<file path="config.mk">
export PLATFORM = sky130hd
export DESIGN_NAME = bank_req_arbiter
export DESIGN_NICKNAME = d
export VERILOG_FILES = /design/src/rtl/bank_arb_pkg.sv /design/src/rtl/bank_queue.sv /design/src/rtl/rr_picker.sv /design/src/rtl/bank_req_arbiter.sv
export SDC_FILE = /design/constraint.sdc
export NUM_CORES = 1
export LEC_CHECK = 0
export BUFFER_PORTS_ARGS = -buffer_cell sky130_fd_sc_hd__buf_2
export CAP_MARGIN = 15
export CORE_ASPECT_RATIO = 1.4
export CORE_MARGIN = 1
export CORE_UTILIZATION = 36
export CTS_CLUSTER_DIAMETER = 80
export DETAILED_ROUTE_END_ITERATION = 8
export SLEW_MARGIN = 20
export SYNTH_ARGS = -nofsm -noshare
export SYNTH_HDL_FRONTEND = slang
export SYNTH_HIERARCHICAL = 1
export SYNTH_SLANG_ARGS = --single-unit
</file>
<file path="constraint.sdc">
create_clock -name clk -period 10.65 [get_ports clk]
set_input_delay 0.5325 -clock clk [delete_from_list [all_inputs] [get_ports clk]]
set_output_delay 0.5325 -clock clk [all_outputs]
set_load 0.03 [all_outputs]
</file>
<file path="src/rtl/bank_arb_pkg.sv">
package bank_arb_pkg;

    // Occupancy state of one per-bank request queue
    typedef enum logic [1:0] {
        Q_EMPTY = 2'd0,
        Q_HOLD  = 2'd1,
        Q_FULL  = 2'd2
    } qstate_t;

endpackage

</file>
<file path="src/rtl/bank_queue.sv">
module bank_queue
    import bank_arb_pkg::*;
#(
    parameter int DEPTH = 4,
    parameter int WIDTH = 17
) (
    input  logic             clk,
    input  logic             rst_n,
    input  logic             push,
    input  logic [WIDTH-1:0] push_data,
    input  logic             pop,
    output logic [WIDTH-1:0] head_data,
    output logic             full,
    output logic             empty
);

    localparam int PTR_W = (DEPTH > 1) ? $clog2(DEPTH) : 1;
    localparam int CNT_W = $clog2(DEPTH + 1);
    localparam logic [PTR_W-1:0] PTR_LAST = PTR_W'(DEPTH - 1);
    localparam logic [CNT_W-1:0] CNT_TOP  = CNT_W'(DEPTH - 1);
    localparam logic [CNT_W-1:0] CNT_ONE  = CNT_W'(1);

    logic [WIDTH-1:0] slots [DEPTH];
    logic [PTR_W-1:0] wr_ptr, rd_ptr;
    logic [CNT_W-1:0] count;
    qstate_t          state, state_nxt;

    function automatic logic [PTR_W-1:0] step(input logic [PTR_W-1:0] p);
        return (p == PTR_LAST) ? '0 : p + 1'b1;
    endfunction

    // State register
    always_ff @(posedge clk or negedge rst_n) begin
        if (!rst_n) state <= Q_EMPTY;
        else        state <= state_nxt;
    end

    // Next-state logic
    always_comb begin
        state_nxt = state;
        unique case (state)
            Q_EMPTY: begin
                if (push) state_nxt = Q_HOLD;                     // fill
            end
            Q_HOLD: begin
                if (push && !pop && count == CNT_TOP)
                    state_nxt = Q_FULL;                           // top-off
                else if (pop && !push && count == CNT_ONE)
                    state_nxt = Q_EMPTY;                          // drain-last
            end
            Q_FULL: begin
                if (pop && !push) state_nxt = Q_HOLD;             // release
            end
            default: state_nxt = Q_EMPTY;
        endcase
    end

    // Outputs
    always_comb begin
        full      = (state == Q_FULL);
        empty     = (state == Q_EMPTY);
        head_data = slots[rd_ptr];
    end

    // Pointers and occupancy count
    always_ff @(posedge clk or negedge rst_n) begin
        if (!rst_n) begin
            wr_ptr <= '0;
            rd_ptr <= '0;
            count  <= '0;
        end else begin
            if (push) wr_ptr <= step(wr_ptr);
            if (pop)  rd_ptr <= step(rd_ptr);
            unique case ({push, pop})
                2'b10:   count <= count + 1'b1;
                2'b01:   count <= count - 1'b1;
                default: count <= count;
            endcase
        end
    end

    // Storage, no reset needed
    always_ff @(posedge clk) begin
        if (push) slots[wr_ptr] <= push_data;
    end

    // A full queue is never written
    assert_no_overflow_R2: assert property (@(posedge clk) disable iff (!rst_n)
        !(push && full && !pop));

    // An empty queue is never popped
    assert_no_underflow_R9: assert property (@(posedge clk) disable iff (!rst_n)
        !(pop && empty));

    // State flags agree with the independent count
    assert_empty_matches_count_R3: assert property (@(posedge clk) disable iff (!rst_n)
        (state == Q_EMPTY) == (count == '0));

    assert_full_matches_count_R3: assert property (@(posedge clk) disable iff (!rst_n)
        (state == Q_FULL) == (count == CNT_W'(DEPTH)));

endmodule

</file>
<file path="src/rtl/rr_picker.sv">
module rr_picker #(
    parameter int N = 8
) (
    input  logic                 clk,
    input  logic                 rst_n,
    input  logic [N-1:0]         req,
    output logic                 grant_valid,
    output logic [$clog2(N)-1:0] grant_idx
);

    localparam int IDX_W = $clog2(N);

    logic [IDX_W-1:0] last_q;
    logic [IDX_W-1:0] cand;

    // Search upward from the bank after the last grant, wrapping
    always_comb begin
        grant_valid = 1'b0;
        grant_idx   = '0;
        cand        = '0;
        for (int k = 1; k <= N; k++) begin
            cand = IDX_W'((int'(last_q) + k) % N);
            if (!grant_valid && req[cand]) begin
                grant_valid = 1'b1;
                grant_idx   = cand;
            end
        end
    end

    always_ff @(posedge clk or negedge rst_n) begin
        if (!rst_n)           last_q <= IDX_W'(N - 1);
        else if (grant_valid) last_q <= grant_idx;
    end

    // A grant always lands on a requester
    assert_grant_on_request_R5: assert property (@(posedge clk) disable iff (!rst_n)
        grant_valid |-> req[grant_idx]);

    // Grant pointer follows the previous grant
    assert_pointer_tracks_R7: assert property (@(posedge clk) disable iff (!rst_n)
        grant_valid |=> (last_q == $past(grant_idx)));

endmodule

</file>
<file path="src/rtl/bank_req_arbiter.sv">
module bank_req_arbiter
    import bank_arb_pkg::*;
#(
    parameter int NUM_BANKS   = 8,
    parameter int QUEUE_DEPTH = 4,
    parameter int ADDR_W      = 16
) (
    input  logic                         clk,
    input  logic                         rst_n,
    input  logic                         in_valid,
    output logic                         in_ready,
    input  logic [$clog2(NUM_BANKS)-1:0] in_bank,
    input  logic [ADDR_W-1:0]            in_addr,
    input  logic                         in_write,
    input  logic [NUM_BANKS-1:0]         refresh_busy,
    output logic                         out_valid,
    output logic [$clog2(NUM_BANKS)-1:0] out_bank,
    output logic [ADDR_W-1:0]            out_addr,
    output logic                         out_write,
    output logic [NUM_BANKS-1:0]         q_full,
    output logic [NUM_BANKS-1:0]         q_empty
);

    localparam int BANK_W  = $clog2(NUM_BANKS);
    localparam int ENTRY_W = ADDR_W + 1;

    logic [ENTRY_W-1:0] head_q [NUM_BANKS];
    logic [NUM_BANKS-1:0] eligible;
    logic                 grant_valid;
    logic [BANK_W-1:0]    grant_idx;
    logic                 accept;

    assign in_ready = !q_full[in_bank];
    assign accept   = in_valid && in_ready;

    for (genvar b = 0; b < NUM_BANKS; b++) begin : g_bank
        logic push_b, pop_b;
        assign push_b      = accept && (in_bank == BANK_W'(b));
        assign pop_b       = grant_valid && (grant_idx == BANK_W'(b));
        assign eligible[b] = !q_empty[b] && !refresh_busy[b];

        bank_queue #(
            .DEPTH (QUEUE_DEPTH),
            .WIDTH (ENTRY_W)
        ) u_queue (
            .clk       (clk),
            .rst_n     (rst_n),
            .push      (push_b),
            .push_data ({in_addr, in_write}),
            .pop       (pop_b),
            .head_data (head_q[b]),
            .full      (q_full[b]),
            .empty     (q_empty[b])
        );
    end

    rr_picker #(
        .N (NUM_BANKS)
    ) u_picker (
        .clk         (clk),
        .rst_n       (rst_n),
        .req         (eligible),
        .grant_valid (grant_valid),
        .grant_idx   (grant_idx)
    );

    always_comb begin
        out_valid = grant_valid;
        out_bank  = grant_idx;
        {out_addr, out_write} = head_q[grant_idx];
    end

    // Operating condition: one refreshing bank at most
    assert_single_refresh_R5: assert property (@(posedge clk) disable iff (!rst_n)
        $onehot0(refresh_busy));

    // Never issue into a refreshing bank
    assert_skip_refreshing_R5: assert property (@(posedge clk) disable iff (!rst_n)
        out_valid |-> !refresh_busy[out_bank]);

    // Issue whenever a bank is both waiting and online
    assert_work_conserving_R6: assert property (@(posedge clk) disable iff (!rst_n)
        ((~q_empty & ~refresh_busy) != '0) |-> out_valid);

    // Nothing issues when only refreshing banks hold work
    assert_idle_when_blocked_R8: assert property (@(posedge clk) disable iff (!rst_n)
        ((~q_empty & ~refresh_busy) == '0) |-> !out_valid);

    // Issued bank has work waiting
    assert_issue_from_nonempty_R9: assert property (@(posedge clk) disable iff (!rst_n)
        out_valid |-> !q_empty[out_bank]);

endmodule

</file>
# Yosys cells after proc, flatten, opt, wreduce, memory -nomap -nowiden
# Memories as Yosys holds them, arrays and structs flattened.
# Cells that the tools add are included.
# totals
mem_count	8
ramBits	544
ff_bits	75
# mem_list
name	depth	word_bits	rd	rd_ports_with_merged_regs	wr	line_no	text
g_bank[0].u_queue.slots	4	17	1	0	1	bank_queue.sv:23	logic [WIDTH-1:0] slots [DEPTH];
g_bank[1].u_queue.slots	4	17	1	0	1	bank_queue.sv:23	
g_bank[2].u_queue.slots	4	17	1	0	1	bank_queue.sv:23	
g_bank[3].u_queue.slots	4	17	1	0	1	bank_queue.sv:23	
g_bank[4].u_queue.slots	4	17	1	0	1	bank_queue.sv:23	
g_bank[5].u_queue.slots	4	17	1	0	1	bank_queue.sv:23	
+2 memories	-	-	-	-	-	-	
# op_classes
n_addsub	40
reduce_logical	130
bitwise	1
n_eq_ne	102
order_cmp	10
n_mux	117
# op_table
cell	n
two-way mux 2 bit	48
== test 2 bit, second input constant	32
logical AND 1 bit	64
binary-select mux 17 bit (select 3 bit)	1
one-hot mux 2 bit (3 select lines)	8
one-hot mux 3 bit (2 select lines)	8
zero test 1 bit	40
== test 3 x 2 -> 1 bit, second input constant	12
< comparator 3 x 4 -> 1 bit, second input constant	9
two-way mux 17 bit	2
two-way mux 1 bit	33
adder 2 x 1 -> 2 bit, second input constant	16
== test 2 x 1 -> 1 bit, second input constant	16
adder 3 x 1 -> 3 bit, second input constant	10
== test 3 x 1 -> 1 bit, second input constant	10
binary-select mux 1 bit (select 3 bit)	9
== test 3 bit, second input constant	8
two-way mux 3 bit	8
inequality test 3 x 1 -> 1 bit, second input constant	8
AND reduction 3 bit	8
subtractor 3 x 1 -> 3 bit, second input constant	8
zero test 2 bit	8
inequality test 2 x 1 -> 1 bit, second input constant	8
inequality test 2 bit, second input constant	8
6 further kinds	18

# Logic depth before layout (Yosys ltp)
# logic_depth
depth_word	34
ltp_mapped	21
depth_no_buf	16

# Hierarchy
# The synthesis kept the hierarchy.
# modules_own_cells
module	area_each_um2	cells_per_inst	instances
bank_queue at g_bank[2].u_queue ...	3075.4	147	5
bank_queue at g_bank[1].u_queue	3090.5	145	1
bank_queue at g_bank[0].u_queue	3074.2	148	1
bank_queue at g_bank[3].u_queue	3074.2	147	1
bank_req_arbiter	1317.5	99	1
rr_picker	1154.9	115	1

# Worst setup path before layout
# OpenSTA, ideal clock, no wires.
# synth_timing
path_type	reg-to-output
startpoint	reg u_picker.last_q[1]
endpoint	out out_addr[7]
stages_incl_launch_ff	13
required_ns	10.118
setup_slack_ns	5.559
arrival_ns	4.559
cell_sequence	dfstp_2 buf_6 clkbuf_1 inv_1 ha_1 clkbuf_1 mux2i_1 mux2i_1 or3_4 o21ai_1 buf_2 mux4_1 mux2_4
# synth_between
elab_chain_cells	29
# synth_rtl
item	line_no	text
from (decl)	rr_picker.sv:13	logic [IDX_W-1:0] last_q;
from (signal assigned)	rr_picker.sv:31	if (!rst_n) last_q <= IDX_W'(N - 1);
from (signal assigned)	rr_picker.sv:32	else if (grant_valid) last_q <= grant_idx;
adder 3 x 1 -> 3 bit	rr_picker.sv:22	cand = IDX_W'((int'(last_q) + k) % N);
binary-select mux 1 bit (select 3 bit)	rr_picker.sv:23	if (!grant_valid && req[cand]) begin
two-way mux 1 bit (not written as such)	rr_picker.sv:23	
two-way mux 1 bit	rr_picker.sv:23	
zero test 1 bit	rr_picker.sv:23	
logical AND 1 bit	rr_picker.sv:23	
two-way mux 1 bit	rr_picker.sv:23	
zero test 1 bit	rr_picker.sv:23	
(+13 left out)	-	
two-way mux 1 bit	rr_picker.sv:23	
zero test 1 bit	rr_picker.sv:23	
logical AND 1 bit	rr_picker.sv:23	
two-way mux 3 bit (*)	rr_picker.sv:23	
named net out_bank[1]	bank_req_arbiter.sv:17	output logic [$clog2(NUM_BANKS)-1:0] out_bank,
NOT 3 -> 4 bit (not written as such) (*)	bank_req_arbiter.sv:70	{out_addr, out_write} = head_q[grant_idx];
binary-select mux 17 bit (select 3 bit) (*)	bank_req_arbiter.sv:70	
two-way mux 17 bit (not written as such) (*) (2 in series)	bank_req_arbiter.sv:70	
to (decl)	bank_req_arbiter.sv:18	output logic [ADDR_W-1:0] out_addr,
# The timed path passes the listed nets; every way through them passes the cells marked *. The select of a mux whose other input is x is not followed.

# Final worst setup path
# layout_timing
startpoint	reg u_picker.last_q[0]
endpoint	out out_write
# layout_between
elab_chain_cells	29
# layout_rtl
item	line_no	text
adder 3 x 1 -> 3 bit	rr_picker.sv:22	
binary-select mux 1 bit (select 3 bit)	rr_picker.sv:23	
two-way mux 1 bit (not written as such)	rr_picker.sv:23	
two-way mux 1 bit	rr_picker.sv:23	
zero test 1 bit	rr_picker.sv:23	
logical AND 1 bit	rr_picker.sv:23	
two-way mux 1 bit	rr_picker.sv:23	
zero test 1 bit	rr_picker.sv:23	
(+12 left out)	-	
logical AND 1 bit	rr_picker.sv:23	
two-way mux 1 bit	rr_picker.sv:23	
zero test 1 bit	rr_picker.sv:23	
logical AND 1 bit	rr_picker.sv:23	
two-way mux 3 bit (*)	rr_picker.sv:23	
NOT 3 -> 4 bit (not written as such) (*)	bank_req_arbiter.sv:70	
binary-select mux 17 bit (select 3 bit) (*)	bank_req_arbiter.sv:70	
two-way mux 17 bit (not written as such) (*) (2 in series)	bank_req_arbiter.sv:70	
to (decl)	bank_req_arbiter.sv:19	output logic out_write,
# Every way passes the cells marked *; elsewhere a longest branch is shown, timed or not. The select of a mux whose other input is x is not followed.

==> flow_summary.ini <==
[timing]
final-hold-violation-count = 0
max_slew.worst_pin.slew_ps = 1130
relSlewSlack_pct = 25.0
slew_violations = 0
finalWorstPathRequiredPeriod_ps = 6360
setup_viol_count_final = 0
rsz0062_at_grt = false
timing.final.crit_share_pct = 59.7
finClkSkew_ps = 16.7
final.setup.tns_ps = 0
fmax_mhz = 157

[logic_synthesis]
syn_avg_cell_area_um2 = 19.5
ys_seq_elements = 619
synth_area_leaders = edfxtp_1 60%, mux4_2 8.5%, mux4_1 8.2%, dfrtp_1 6.7%, ha_1 4.2%
ys.flop_type = edfxtp_1
syn_nets = 1510
synth_cells = 1389
synthArstFlopShare_pct = 12.1
synthesis.area_um2 = 27100
ys.warnings.count = 6
synth_top_cell_area_share_pct = 60.3
yosysTopAreaCell = edfxtp_1
synth_cell_types = 61
seq_area_frac_synth_pct = 67.2
synth-edff-count = 544

[cells_and_area]
syn2layout_area_growth_pct = 11.0
drive_gt1_share_pct = 21.6
fill_cells = 6496
layout.nets = 1610

[global_routing]
grt-busiest-layer = met2
grt_pass1_wl_um = 88500
met1_usage_pct = 19.7
grt_overflow = 0
use_met2_pct = 28.5
grt_pass1_vias = 13709
antenna_found_initial = 0
met3_usage_pct = 1.92
grt_usage_pct = 15.7
grt_max_degree = 63

[floorplanning]
placementRows = 118
die_x_um = 234
initial_core_util_pct = 36.5
coreArea_um2 = 74300
io_pins = 69
die_h_um = 327
die_area_um2 = 76400

[outcome]
status = finished with violations
violations = DRC

[clocking]
clock-root-buffer = clkbuf_16
cts_tree = done
cts.path.max_buffers = 3
numCtsBuffers = 54
cts_max_level = 2
cts_resized = 0
clock_latency_ps = 600
cts_sinks = 619
path_clk_slew_ps = 70

[critical_path]
crit_arrival_ps = 5830
cp-end-kind = output pin
start_kind = flip-flop
path_max_fanout = 40
crit_type = reg -> out
r2r_cells = 15
required_ps = 10120

[route]
vias = 13305
drtAntennaViolNets = 0
drt-pass1-iter-count = 9
drtIter0Drc = 1208
via_per_inst = 5.34
wirelength_um = 58800
wl_per_cell_um = 23.6
drc_errors = 4

[place]
io_buffer_count = 68
place_congestion = 0.785
dp_hpwl_um = 38700

[job]
drv_cap = 0

[hold_path]
hold_class = in -> async
==> synthesized netlist by cell type, types with 2 or more instances <==
master,n
nand4_1,2
a21o_2,7
nand4b_1,6
mux4_1,85
nor3_1,18
buf_2,22
mux4_2,102
nor3b_1,2
buf_1,2
a21oi_1,14
buf_6,13
nor2b_1,10
and2_1,33
a221oi_1,2
nor4_1,3
mux2i_1,18
a211o_1,2
o22ai_1,8
dfstp_2,3
edfxtp_1,544
inv_1,74
a22o_1,6
clkbuf_1,11
dfrtp_1,72
mux2_4,13
xnor2_1,17
nand3_1,4
buf_12,9
o21ai_0,34
a31oi_1,11
o21ai_1,2
nand3b_1,8
ha_1,90
nand2_1,38
xor2_1,2
nor2_1,44
or3_1,7
mux2_2,19
nand2b_1,10
==> cell usage in the layout, fill, tap and decap left out, drive strengths merged, types with 14 or more instances in the layout <==
master	count
xnor2	17
mux4	187
ha	90
mux2i	19
mux2	32
nand2	38
dfrtp	72
nor3	18
clkinv	24
o21ai	37
edfxtp	544
a21oi	14
inv	77
buf	100
and2	33
clkbuf	67
nor2	45
==> cell families (layout without fill, tap and decap cells) <==
logic type / count (synthesis) / count (layout) / synth area share, %
other: 0 / 1 / 0
flip-flops: 619 / 619 / 67.2
multiplexers: 238 / 238 / 19.0
buffers and inverters: 132 / 273 / 2.83
XOR/XNOR: 19 / 19 / 0.614
adder cells (fa/ha/maj): 90 / 90 / 4.16
AND/OR/NAND/NOR: 193 / 193 / 3.84
AO/OA/AOI/OAI: 98 / 98 / 2.32
==> per-stage QoR <==
step | cells | hold WS (ps) | util (%) | area (µm²) | worst slack (ps)
after floorplan | 1389 | 237 | - | 27100 | 5560
after global placement | 2392 | 400 | 38.3 | 28400 | 5150
after detailed placement | 2392 | 409 | 38.3 | 28400 | 4970
after CTS | 2490 | 321 | 40.5 | 30100 | 4280
after global routing | 2490 | 363 | 40.5 | 30100 | 3970
final | 2491 | 337 | 40.5 | 30100 | 4290
==> layer usage <==
layer	vias to the layer above	share of wire, %
li1	5823	-
met1	7118	40
met2	294	54
met3	70	4.3
met4	0	1.9
met5	-	0
==> state kept, by name, summed over array words and instances (netlist names) <==
register	count
g_bank.u_queue/slots	544
g_bank.u_queue/count	24
g_bank.u_queue/rd_ptr	16
g_bank.u_queue/state	16
g_bank.u_queue/wr_ptr	16
u_picker/last_q	3
==> worst paths after layout <==
check / startpoint / end / slack, ps
max: u_picker/last_q[0]$_DFFE_PN1P_ / out_write / 4290
min: rst_n / g_bank[4].u_queue/state[1]$_DFFE_PN0P_ / 340
max reg2reg: u_picker/last_q[0]$_DFFE_PN1P_ / g_bank[1].u_queue/count[2]$_DFFE_PN0P_ / 5200
min reg2reg: g_bank[3].u_queue/count[1]$_DFFE_PN0P_ / g_bank[3].u_queue/count[1]$_DFFE_PN0P_ / 510
max in group asynchronous: rst_n / g_bank[0].u_queue/rd_ptr[0]$_DFFE_PN0P_ / 9150
min in group clk: in_bank[1] / g_bank[0].u_queue/wr_ptr[1]$_DFFE_PN0P_ / 400
==> worst max-delay path: stages, from the launching register on <==
cell	delay, ps
dfstp_2	880
inv_2	220
ha_1	680
mux4_2	450
nor2_2	230
nand4_4	160
nor2b_1	250
nor2b_1	170
o221ai_1	210
o21ai_4	100
buf_4	650
mux4_1	650
mux2_2	330
buf_2	190
==> area by class of cell <==
class | count | area, µm² | area share, %
clock inverters | 30 | 221 | 0.737
diodes | 1 | 2.50 | 0.00833
multi-input cells | 638 | 8140 | 27.1
well taps | 960 | 1200 | 4.00
inverters | 75 | 282 | 0.937
flip-flops and latches | 619 | 18200 | 60.6
clock buffers | 67 | 1400 | 4.66
repair buffers | 101 | 593 | 1.97
==> repair_timing <==
item	in CTS	in global routing
endpoints found under the setup margin	0	0
setup buffers	0	0
endpoints found under the hold margin	13	0
hold buffers	1	0
Power is not shown: default switching activity piles up to over one toggle a cycle in this logic, so the estimate is an artifact.
